===== src/rtl/vpw_rx_pkg.sv =====
// Package: shared types and CRC constants for the variable-pulse-width receiver.
// Assumes: CRC is fed one bit at a time, most significant bit first.
package vpw_rx_pkg;

    // Width class of a completed pulse; the level decides what it means
    typedef enum logic [1:0] {
        SYM_BAD   = 2'd0,
        SYM_SHORT = 2'd1,
        SYM_LONG  = 2'd2,
        SYM_DELIM = 2'd3
    } vpw_sym_e;

    // Frame reception phases
    typedef enum logic [1:0] {
        ST_IDLE    = 2'd0,
        ST_DATA    = 2'd1,
        ST_NB_WAIT = 2'd2,
        ST_RESP    = 2'd3
    } rx_state_e;

    localparam logic [7:0] CRC_POLY   = 8'h1D;
    localparam logic [7:0] CRC_PRESET = 8'hFF;
    localparam logic [7:0] CRC_GOOD   = 8'hC4;

    // One CRC-8 step for a single incoming bit
    function automatic logic [7:0] crc8_step(input logic [7:0] c, input logic b);
        logic fb;
        fb = c[7] ^ b;
        return {c[6:0], 1'b0} ^ (fb ? CRC_POLY : 8'h00);
    endfunction

endpackage


===== src/rtl/vpw_pulse_timer.sv =====
// Module: measures how long the bus has held its current level.
// Registers the bus level once, flags a level change, and counts time-base
// ticks since the last change, saturating at the counter maximum.
// Assumes: bus_in is already synchronised to clk.
module vpw_pulse_timer #(
    parameter int CNT_W = 8
) (
    input  logic             clk,
    input  logic             rst_n,
    input  logic             us_tick,
    input  logic             bus_in,
    output logic             level_q,
    output logic             edge_now,
    output logic [CNT_W-1:0] width
);

    localparam logic [CNT_W-1:0] CNT_MAX = '1;

    // Level change seen between the registered and the incoming level
    assign edge_now = bus_in ^ level_q;

    // Track level and count ticks of the current pulse
    always_ff @(posedge clk) begin
        if (!rst_n) begin
            level_q <= 1'b0;
            width   <= '0;
        end else begin
            level_q <= bus_in;
            if (edge_now)
                width <= '0;
            else if (us_tick && width != CNT_MAX)
                width <= width + 1'b1;
        end
    end

    // The counter must not wrap on a long idle period (end-of-frame detection)
    assert_width_saturates_R5: assert property (@(posedge clk) disable iff (!rst_n)
        ($past(width) == CNT_MAX && !$past(edge_now)) |-> width == CNT_MAX);

endmodule


===== src/rtl/vpw_pulse_classifier.sv =====
// Module: sorts a measured pulse width into short, long, delimiter or bad,
// and flags when a width has reached the end-of-frame length.
// Thresholds sit midway between nominal widths; fast mode shifts every
// threshold right by FAST_SHIFT. Purely combinational.
module vpw_pulse_classifier
    import vpw_rx_pkg::*;
#(
    parameter int CNT_W      = 8,
    parameter int MIN_W      = 34,
    parameter int LONG_W     = 96,
    parameter int DELIM_W    = 164,
    parameter int EOF_W      = 240,
    parameter int FAST_SHIFT = 2
) (
    input  logic             fast_mode,
    input  logic [CNT_W-1:0] width,
    output vpw_sym_e         sym,
    output logic             eof_hit
);

    localparam logic [CNT_W-1:0] N_MIN   = CNT_W'(MIN_W);
    localparam logic [CNT_W-1:0] N_LONG  = CNT_W'(LONG_W);
    localparam logic [CNT_W-1:0] N_DELIM = CNT_W'(DELIM_W);
    localparam logic [CNT_W-1:0] N_EOF   = CNT_W'(EOF_W);
    localparam logic [CNT_W-1:0] F_MIN   = CNT_W'(MIN_W >> FAST_SHIFT);
    localparam logic [CNT_W-1:0] F_LONG  = CNT_W'(LONG_W >> FAST_SHIFT);
    localparam logic [CNT_W-1:0] F_DELIM = CNT_W'(DELIM_W >> FAST_SHIFT);
    localparam logic [CNT_W-1:0] F_EOF   = CNT_W'(EOF_W >> FAST_SHIFT);

    logic [CNT_W-1:0] t_min, t_long, t_delim, t_eof;

    // Pick the threshold set for the active speed
    always_comb begin
        t_min   = fast_mode ? F_MIN   : N_MIN;
        t_long  = fast_mode ? F_LONG  : N_LONG;
        t_delim = fast_mode ? F_DELIM : N_DELIM;
        t_eof   = fast_mode ? F_EOF   : N_EOF;
    end

    // Compare the width against the ordered windows
    always_comb begin
        if (width < t_min)
            sym = SYM_BAD;
        else if (width < t_long)
            sym = SYM_SHORT;
        else if (width < t_delim)
            sym = SYM_LONG;
        else if (width < t_eof)
            sym = SYM_DELIM;
        else
            sym = SYM_BAD;
        eof_hit = (width >= t_eof);
    end

endmodule


===== src/rtl/vpw_crc8.sv =====
// Module: bit-serial CRC-8 register, preset on clear, one bit per shift.
// Assumes: clear and shift are never requested in the same cycle.
module vpw_crc8
    import vpw_rx_pkg::*;
(
    input  logic       clk,
    input  logic       rst_n,
    input  logic       clear,
    input  logic       shift,
    input  logic       bit_in,
    output logic [7:0] crc
);

    // Preset or advance the remainder
    always_ff @(posedge clk) begin
        if (!rst_n || clear)
            crc <= CRC_PRESET;
        else if (shift)
            crc <= crc8_step(crc, bit_in);
    end

    // A new frame always starts from the all-ones preset
    assert_crc_preset_R6: assert property (@(posedge clk) disable iff (!rst_n)
        $past(clear) |-> crc == CRC_PRESET);

endmodule


===== src/rtl/vpw_frame_rx.sv =====
// Module: frame receiver for a variable-pulse-width single-wire bus.
// Turns classified pulses into bytes, frame delimiters and frame status.
// Assumes: bus_in synchronised and idle low; us_tick one cycle per
// microsecond; fast_mode changed only while no frame is in progress.
module vpw_frame_rx
    import vpw_rx_pkg::*;
#(
    parameter int CNT_W      = 8,
    parameter int MIN_W      = 34,
    parameter int LONG_W     = 96,
    parameter int DELIM_W    = 164,
    parameter int EOF_W      = 240,
    parameter int FAST_SHIFT = 2,
    parameter int MAX_BYTES  = 12
) (
    input  logic       clk,
    input  logic       rst_n,
    input  logic       us_tick,
    input  logic       fast_mode,
    input  logic       bus_in,
    output logic [7:0] rx_byte,
    output logic       rx_valid,
    output logic       rx_in_resp,
    output logic       frame_start,
    output logic       data_end,
    output logic       frame_done,
    output logic       frame_crc_ok,
    output logic       frame_error
);

    localparam int BC_W = $clog2(MAX_BYTES + 1);
    localparam logic [BC_W-1:0] BC_LIMIT = BC_W'(MAX_BYTES);

    logic             lvl_q;
    logic             pulse_end;
    logic [CNT_W-1:0] width;
    vpw_sym_e         sym;
    logic             eof_hit;
    logic [7:0]       crc;

    rx_state_e        state;
    logic [7:0]       shreg;
    logic [2:0]       bitcnt;
    logic [BC_W-1:0]  bytecnt;
    logic             crc_ok_lat;

    logic ev_start, ev_bit, ev_eod, ev_nb, ev_eof, ev_fail, ev_over;
    logic bit_val, is_data;
    logic [7:0] sh_next;

    vpw_pulse_timer #(.CNT_W(CNT_W)) u_timer (
        .clk      (clk),
        .rst_n    (rst_n),
        .us_tick  (us_tick),
        .bus_in   (bus_in),
        .level_q  (lvl_q),
        .edge_now (pulse_end),
        .width    (width)
    );

    vpw_pulse_classifier #(
        .CNT_W(CNT_W), .MIN_W(MIN_W), .LONG_W(LONG_W),
        .DELIM_W(DELIM_W), .EOF_W(EOF_W), .FAST_SHIFT(FAST_SHIFT)
    ) u_class (
        .fast_mode (fast_mode),
        .width     (width),
        .sym       (sym),
        .eof_hit   (eof_hit)
    );

    vpw_crc8 u_crc (
        .clk    (clk),
        .rst_n  (rst_n),
        .clear  (ev_start),
        .shift  (ev_bit && state == ST_DATA),
        .bit_in (bit_val),
        .crc    (crc)
    );

    // Bit value from pulse level and width; next shift register content
    always_comb begin
        is_data = (sym == SYM_SHORT) || (sym == SYM_LONG);
        bit_val = lvl_q ^ (sym == SYM_LONG);
        sh_next = {shreg[6:0], bit_val};
    end

    // Decide what the pulse that just ended (or the idle timeout) means
    always_comb begin
        ev_start = 1'b0;
        ev_bit   = 1'b0;
        ev_eod   = 1'b0;
        ev_nb    = 1'b0;
        ev_eof   = 1'b0;
        ev_fail  = 1'b0;
        ev_over  = 1'b0;
        if (pulse_end) begin
            unique case (state)
                ST_IDLE: ev_start = lvl_q && (sym == SYM_DELIM);
                ST_DATA, ST_RESP: begin
                    if (is_data) begin
                        ev_bit  = 1'b1;
                        ev_over = (bitcnt == 3'd7) && (bytecnt == BC_LIMIT);
                    end else if (state == ST_DATA && !lvl_q && sym == SYM_DELIM
                                 && bitcnt == 3'd0) begin
                        ev_eod = 1'b1;
                    end else begin
                        ev_fail = 1'b1;
                    end
                end
                ST_NB_WAIT: begin
                    if (lvl_q && is_data)
                        ev_nb = 1'b1;
                    else
                        ev_fail = 1'b1;
                end
                default: ev_fail = 1'b0;
            endcase
        end else if (!lvl_q && eof_hit && (state == ST_DATA || state == ST_RESP)) begin
            if (bitcnt == 3'd0)
                ev_eof = 1'b1;
            else
                ev_fail = 1'b1;
        end
    end

    // Frame state, byte assembly and output strobes
    always_ff @(posedge clk) begin
        if (!rst_n) begin
            state        <= ST_IDLE;
            shreg        <= '0;
            bitcnt       <= '0;
            bytecnt      <= '0;
            crc_ok_lat   <= 1'b0;
            rx_byte      <= '0;
            rx_valid     <= 1'b0;
            rx_in_resp   <= 1'b0;
            frame_start  <= 1'b0;
            data_end     <= 1'b0;
            frame_done   <= 1'b0;
            frame_crc_ok <= 1'b0;
            frame_error  <= 1'b0;
        end else begin
            rx_valid    <= 1'b0;
            frame_start <= 1'b0;
            data_end    <= 1'b0;
            frame_done  <= 1'b0;
            if (ev_fail || ev_over) begin
                frame_done   <= 1'b1;
                frame_error  <= 1'b1;
                frame_crc_ok <= 1'b0;
                state        <= ST_IDLE;
            end else if (ev_start) begin
                frame_start <= 1'b1;
                state       <= ST_DATA;
                bitcnt      <= '0;
                bytecnt     <= '0;
                crc_ok_lat  <= 1'b0;
            end else if (ev_bit) begin
                shreg  <= sh_next;
                bitcnt <= bitcnt + 1'b1;
                if (bitcnt == 3'd7) begin
                    rx_byte    <= sh_next;
                    rx_valid   <= 1'b1;
                    rx_in_resp <= (state == ST_RESP);
                    bytecnt    <= bytecnt + 1'b1;
                end
            end else if (ev_eod) begin
                data_end   <= 1'b1;
                crc_ok_lat <= (crc == CRC_GOOD);
                state      <= ST_NB_WAIT;
            end else if (ev_nb) begin
                bitcnt <= '0;
                state  <= ST_RESP;
            end else if (ev_eof) begin
                frame_done   <= 1'b1;
                frame_error  <= 1'b0;
                frame_crc_ok <= (state == ST_DATA) ? (crc == CRC_GOOD) : crc_ok_lat;
                state        <= ST_IDLE;
            end
        end
    end

    // A frame can only open from idle
    assert_start_from_idle_R2: assert property (@(posedge clk) disable iff (!rst_n)
        frame_start |-> $past(state == ST_IDLE));

    // No byte beyond the frame limit is ever delivered
    assert_byte_limit_R7: assert property (@(posedge clk) disable iff (!rst_n)
        rx_valid |-> (bytecnt != '0 && bytecnt <= BC_LIMIT));

    // Strobes never coincide
    assert_single_event_R5: assert property (@(posedge clk) disable iff (!rst_n)
        $onehot0({frame_start, rx_valid, data_end, frame_done}));

    // An abandoned frame never claims a good CRC
    assert_err_not_ok_R8: assert property (@(posedge clk) disable iff (!rst_n)
        (frame_done && frame_error) |-> !frame_crc_ok);

    // Response bytes only come after the normalization bit
    assert_resp_state_R4: assert property (@(posedge clk) disable iff (!rst_n)
        (rx_valid && rx_in_resp) |-> state == ST_RESP);

    // A clean frame end happens only on a low bus
    assert_done_on_low_R5: assert property (@(posedge clk) disable iff (!rst_n)
        (frame_done && !frame_error) |-> !$past(lvl_q));

endmodule


===== config.mk =====
export PLATFORM = sky130hd
export DESIGN_NAME = vpw_frame_rx
export DESIGN_NICKNAME = d
export VERILOG_FILES = /design/src/rtl/vpw_rx_pkg.sv /design/src/rtl/vpw_pulse_timer.sv /design/src/rtl/vpw_pulse_classifier.sv /design/src/rtl/vpw_crc8.sv /design/src/rtl/vpw_frame_rx.sv
export SDC_FILE = /design/constraint.sdc
export NUM_CORES = 1
export LEC_CHECK = 0
export BUFFER_PORTS_ARGS = -buffer_cell sky130_fd_sc_hd__buf_2
export CAP_MARGIN = 40
export CORE_MARGIN = 2
export CORE_UTILIZATION = 51
export CTS_CLUSTER_SIZE = 40
export DETAILED_ROUTE_END_ITERATION = 10
export GPL_TIMING_DRIVEN = 0
export PLACE_DENSITY = 0.72
export SETUP_SLACK_MARGIN = 0.2
export SKIP_LAST_GASP = 1
export SYNTH_ARGS = -nofsm -noshare
export SYNTH_HDL_FRONTEND = slang
export SYNTH_SLANG_ARGS = --single-unit
export TNS_END_PERCENT = 50

===== constraint.sdc =====
create_clock -name clk -period 3.3 [get_ports clk]
set_clock_uncertainty 0.05 [all_clocks]
set_input_delay 0.33 -clock clk [delete_from_list [all_inputs] [get_ports clk]]
set_output_delay 0.33 -clock clk [all_outputs]
set_load 0.05 [all_outputs]

# Word level (Yosys, flattened, before mapping)
# Index checks and enable logic that the tools add are counted.
[totals] register_bits=49 input_bits=5
[classes] add_sub_neg=3 magnitude_cmp=5 eq_ne=16 n_mux=65 bitwise=10 reduce_logical=40
[ops] cell="$mux W1" n=45
[ops] cell="$lt A8 B8 Y1" n=4
[ops] cell="$mux W8" n=2
[ops] cell="$mux W2" n=7
[ops] cell="$mux W3" n=4
[ops] cell="$mux W4" n=3
[ops] cell="$reduce_and A3 Y1" n=4
[ops] cell="$logic_and A1 B1 Y1" n=10
[ops] cell="$reduce_and A5 Y1" n=2
[ops] cell="$add A8 B1 Y8 const B" n=1
[ops] cell="$eq A2 B2 Y1 const B" n=4
[ops] cell="$eq A8 B8 Y1 const B" n=1
[ops] cell="$ge A8 B8 Y1" n=1
[ops] cell="$ne A2 B1 Y1 const B" n=4
[ops] cell="$ne A8 B8 Y1 const B" n=1
[ops] cell="$reduce_bool A2 Y1" n=4
[ops] cell="$reduce_or A4 Y1" n=2
[ops] cell="$xor A8 B8 Y8" n=1
[ops] cell="$mux W7" n=1
[ops] cell="$mux W6" n=1
[ops] cell="$not A1 Y1" n=6
[ops] cell="$reduce_bool A3 Y1" n=2
[ops] cell="$reduce_or A2 Y1" n=3
[ops] cell="$mux W5" n=1
[ops] cell="17 further kinds" n=25

# Longest topological paths before layout
[depth] word_depth=17 mapped_depth=13 depth_no_buf=13

# Modules after synthesis
# A second synthesis with hierarchy kept.
[hier_totals] cells_unflattened=294 area_unflattened_um2=2651.3
[modules_own_cells] mod="vpw_frame_rx" instances=1 cells_each=173 area_each_um2=1550.2 seq_area_each_um2=640.6
[modules_own_cells] mod="vpw_pulse_timer" instances=1 cells_each=46 area_each_um2=442.9 seq_area_each_um2=180.2
[modules_own_cells] mod="vpw_crc8" instances=1 cells_each=32 area_each_um2=365.4 seq_area_each_um2=160.2
[modules_own_cells] mod="vpw_pulse_classifier" instances=1 cells_each=43 area_each_um2=292.8 seq_area_each_um2=0.0

# Least setup slack after synthesis
# Ideal clock, no wire load.
[synth_path] kind="flip-flop to flip-flop" from="reg u_timer.width[2]" to="reg state[0]" setup_ps=78 arrival_time_ps=2981 required_time_ps=3172 slack_ps=191 stages_incl_launch_ff=13 path_buffers=0 synth_period_minus_slack_ps=3109 cell_sequence="dfxtp_1 -> inv_1 -> ha_1 -> nor2b_1 -> o31ai_1 -> a21oi_1 -> or3b_2 -> a21oi_1 -> ha_1 -> nor4_2 -> o22ai_1 -> or2_1 -> nor3_1"
[synth_between] elab_chain_cells=15 word_cells_on_any_way=51
[synth_rtl] element="from (decl)" line="vpw_pulse_timer.sv:14" rtl="output logic [CNT_W-1:0] width"
[synth_rtl] element="from (signal assigned)" line="vpw_pulse_timer.sv:32" rtl="width <= width + 1'b1;"
[synth_rtl] element="$lt A8 B8 Y1" line="vpw_pulse_classifier.sv:48" rtl="else if (width < t_eof)"
[synth_rtl] element="$mux W2" line="vpw_pulse_classifier.sv:48"
[synth_rtl] element="$mux W2" line="vpw_pulse_classifier.sv:46" rtl="else if (width < t_delim)"
[synth_rtl] element="$mux W2" line="vpw_pulse_classifier.sv:44" rtl="else if (width < t_long)"
[synth_rtl] element="$mux W2" line="vpw_pulse_classifier.sv:42" rtl="if (width < t_min)"
[synth_rtl] element="$eq A2 B1 Y1 (tied with other cells)" line="vpw_frame_rx.sv:82" rtl="is_data = (sym == SYM_SHORT) || (sym == SYM_LONG);"
[synth_rtl] element="$logic_or A1 B1 Y1 or $logic_and A1 B1 Y1 (tied branches)" line="vpw_frame_rx.sv:82, vpw_frame_rx.sv:103"
[synth_rtl] element="$logic_and A1 B1 Y1 (on tied branches)" line="vpw_frame_rx.sv:111, vpw_frame_rx.sv:104"
[synth_rtl] element="$mux W1 (on tied branches)" line="vpw_frame_rx.sv:111, vpw_frame_rx.sv:103"
[synth_rtl] element="$mux W1 (on tied branches)" line="vpw_frame_rx.sv:97, vpw_frame_rx.sv:100"
[synth_rtl] element="$mux W1 (on tied branches)" line="vpw_frame_rx.sv:96, vpw_frame_rx.sv:97"
[synth_rtl] element="$mux W2 or $mux W1 (tied branches)" line="vpw_frame_rx.sv:171, vpw_frame_rx.sv:96"
[synth_rtl] element="$mux W2" line="vpw_frame_rx.sv:167" rtl="end else if (ev_eod) begin"
[synth_rtl] element="$mux W1" line="vpw_frame_rx.sv:158" rtl="end else if (ev_bit) begin"
[synth_rtl] element="$mux W1" line="vpw_frame_rx.sv:152" rtl="end else if (ev_start) begin"
[synth_rtl] element="to (signal assigned)" line="vpw_frame_rx.sv:151" rtl="state <= ST_IDLE;"
[synth_rtl] element="to (signal assigned)" line="vpw_frame_rx.sv:154" rtl="state <= ST_DATA;"
[synth_rtl] element="to (signal assigned)" line="vpw_frame_rx.sv:173" rtl="state <= ST_RESP;"
[synth_rtl] element="to (decl)" line="vpw_frame_rx.sv:41" rtl="rx_state_e state;"
# Parallel ways exist; a longest one is shown, timed or not. The select of a mux whose other input is x is not followed.
# A chain may end at the register's enable or synchronous reset.

# Final worst setup path
# Same ends and word-level chain as after synthesis.

==> metrics <==
outcome=complete, no violations; Fillers=about 420; Row Count=25; Post-synth EDFFs=0; finished layout cell area=roughly 2900 um2; Hold Buf Count CTS=0; DP Worst Slack=-0.340 ns; CP Launch Type=flip-flop; Hold Crit Start=bus_in; Crit Path Max Fanout=5; yosys warns=0; Avg WL per Cell=13.7 um; Relative slew margins=approximately three fifths; max-cap viol count=0; DR iter-0 viols=just under 60; post-place instance area=2630 um2; Skew-Pair Late Insertion Delay=about 0.31 ns; DR vias=just over 2k; Tcrit/Tclk final=90.7%; peak supply drop=~0.23 mV; CTS tree=built; CTS H-Tree Depth=2; maximum clock path buffer count=2; R2R Path Start=u_timer.width[2]; Die Width=between 70 and 80 um; Top Ports=20; combinational share of power=5.9%; Starting Density=a little over half; post-synth top area cell=dfxtp_1; setup violators final=0; Max Freq=334 MHz; Final Hold Vio Count=0; Die Y=~74 um; RePlAce Congestion=0.783; sequential share of the synthesized area=between 30% and 40%; crit path from=u_timer.width[2]; root buffer cell=clkbuf_8; share of cells above drive strength 1=about 20%; Hold Path Class=in2reg; top-count cell post-synth=dfxtp_1; asr flop ratio synth=0%; largest net degree at the start of global routing=17; largest family of logic cells by synthesized area=simple AND/OR/NAND/NOR gates; Reg power frac=54.3%; post-synth net total=around 310; setup TNS=0 ns; RSZ-0062 raised after global routing=true; switching share of power=a little under a quarter; Commonest cells post-synth=dfxtp_1, nand2_1, nor2_1; Clock Power Share=between 30% and 40%; Static Leak=around 1.1 nW; total power=around 1.1 mW; initial antenna violation count=0; fin. max-slew vios=0; kind of critical path=reg2reg; top post-synthesis cells by area=dfxtp_1, ha_1, nand2_1; vias in the first global route=~1.9k; synth-to-layout area growth=18.8%; die area=approximately 5400 um2; nets=between 300 and 400; clock buffer count from CTS=5; Total GRT Usage=between 10% and 20%; CP arrival=about 3.2 ns; Final Worst Setup Slack=around 0.31 ns; Power Dens Cells=roughly 370 nW/um2; antenna cell count=0; Synth Area in Compound Gates=around an eighth; Post-DP HPWL=around 3400 um; syn avg cell area=about 8.5 um2; Synth Area in Simple Gates=25.6%; clk sinks=49; P_int=843 uW; post-synthesis adder-cell area fraction=under 10%; xor/xnor share of the synthesized area=~3.9%; top cell type's share of synthesized area=between 30% and 40%; port bufs=18; crit path capture type=flip-flop; clock slew at reported path FFs=roughly 0.10 ns; vias per cell=approximately 5.5; CORE AREA=4690 um2; worst slew pin tran=~0.57 ns; Routed WL=roughly 5100 um; Critical Path RT=around 3.5 ns; first-pass GRT wire length=between 8000 and 9000 um; DRT antenna net count=0; Net Switching=250 uW; Post-Synthesis Cells=a little under 300; ys flop type=dfxtp_1; Yosys reg bits=49; min Tclk post-route=roughly 3.0 ns; Yosys cell types=43; grt ovf=0; synthesized area=approximately 2500 um2; drt drc=0; mux share of post-synthesis cell area=5.33%; DR pass1 iterations=4
[through the flow]
| step | cells | hold WS, ns | util [%] |
|---|---|---|---|
| floorplan | 291 | 0.381 | - |
| global placement | 363 | 0.387 | 56.0 |
| detailed placement | 363 | 0.393 | 56.0 |
| CTS | 373 | 0.303 | 60.7 |
| global route | 374 | 0.302 | 62.4 |
| finish | 374 | 0.304 | 62.4 |
[sequential cells by signal (all words and copies together), names as in the netlist, 2 cells and up]
signal         cells
bytecnt            4
bitcnt             3
rx_byte            8
u_crc.crc          8
shreg              7
state              2
u_timer.width      8
[what timing repair did]
| action | 4_1_cts | 5_1_grt |
|---|---|---|
| gates resized for setup | 20 | 17 |
| setup buffers | 2 | 1 |
| pin swaps | 8 | 14 |
| endpoints found under the setup margin | 38 | 35 |
[cells by family after synthesis]
kind of cell	count (synthesis)
flip-flops	49
buffers and inverters	23
XOR/XNOR	11
adder cells (fa/ha/maj)	17
AO/OA/AOI/OAI	51
AND/OR/NAND/NOR	127
multiplexers	13
[power groups by stage]
| stage | combinational (mW) | clock (mW) | sequential [mW] |
|---|---|---|---|
| 2_1_floorplan | 0.0380 | 0 | 0.608 |
| 3_5_place_dp | 0.0523 | 0 | 0.608 |
| 4_1_cts | 0.0595 | 0.448 | 0.594 |
| 3_3_place_gp | 0.0521 | 0 | 0.608 |
| 6_report | 0.0640 | 0.435 | 0.594 |
| 5_1_grt | 0.0713 | 0.466 | 0.594 |
[critical path, cell delays in order (launching register included)]
cell and delay [ns]:
dfxtp_4 0.37, inv_2 0.08, ha_4 0.20, nor2b_2 0.15
o31ai_1 0.20, a21oi_1 0.11, or3b_4 0.41, a21oi_4 0.19
ha_4 0.16, nand2b_4 0.07, nor4_4 0.32, o22ai_4 0.15
or2_4 0.29, nor3_2 0.17
[cells in the final DEF, fill, tap and decap left out, types with 10 or more instances in the layout]
cell type / count
nand3_1: 10
mux2i_1: 12
nand2_1: 42
ha_1: 13
nor3_1: 12
a21oi_1: 18
dfxtp_1: 46
nor2_1: 27
buf_2: 20
inv_1: 12
[final timing paths]
kind                            depth (start not counted)  slack, ns               to
worst max register to register                         13       0.31         state[0]
worst min-delay path                                    2       0.30  u_timer.level_q
worst min register to register                          2       0.40       rx_byte[4]
worst max-delay path                                   13       0.31         state[0]
[layout make-up]
type / instances / area (um2) / share of cell area, %
multi-input cells: 219 / 1550 / 52.8
flip-flops and latches: 49 / 987 / 33.7
repair buffers: 21 / 113 / 3.85
clock buffers: 5 / 68.8 / 2.35
well taps: 54 / 67.6 / 2.31
plain buffers: 10 / 52.6 / 1.79
inverters: 13 / 48.8 / 1.67
clock inverters: 3 / 43.8 / 1.50
[layer usage]
layer | vias up | GRT usage, % | wire, um
met5 | - | 0 | 0
met3 | 7 | 3.70 | 116
met4 | 0 | 4.85 | 66
li1 | 1069 | - | -
met1 | 948 | 24.0 | 2390
met2 | 26 | 34.4 | 2560
(Power assumes the default switching activity.)
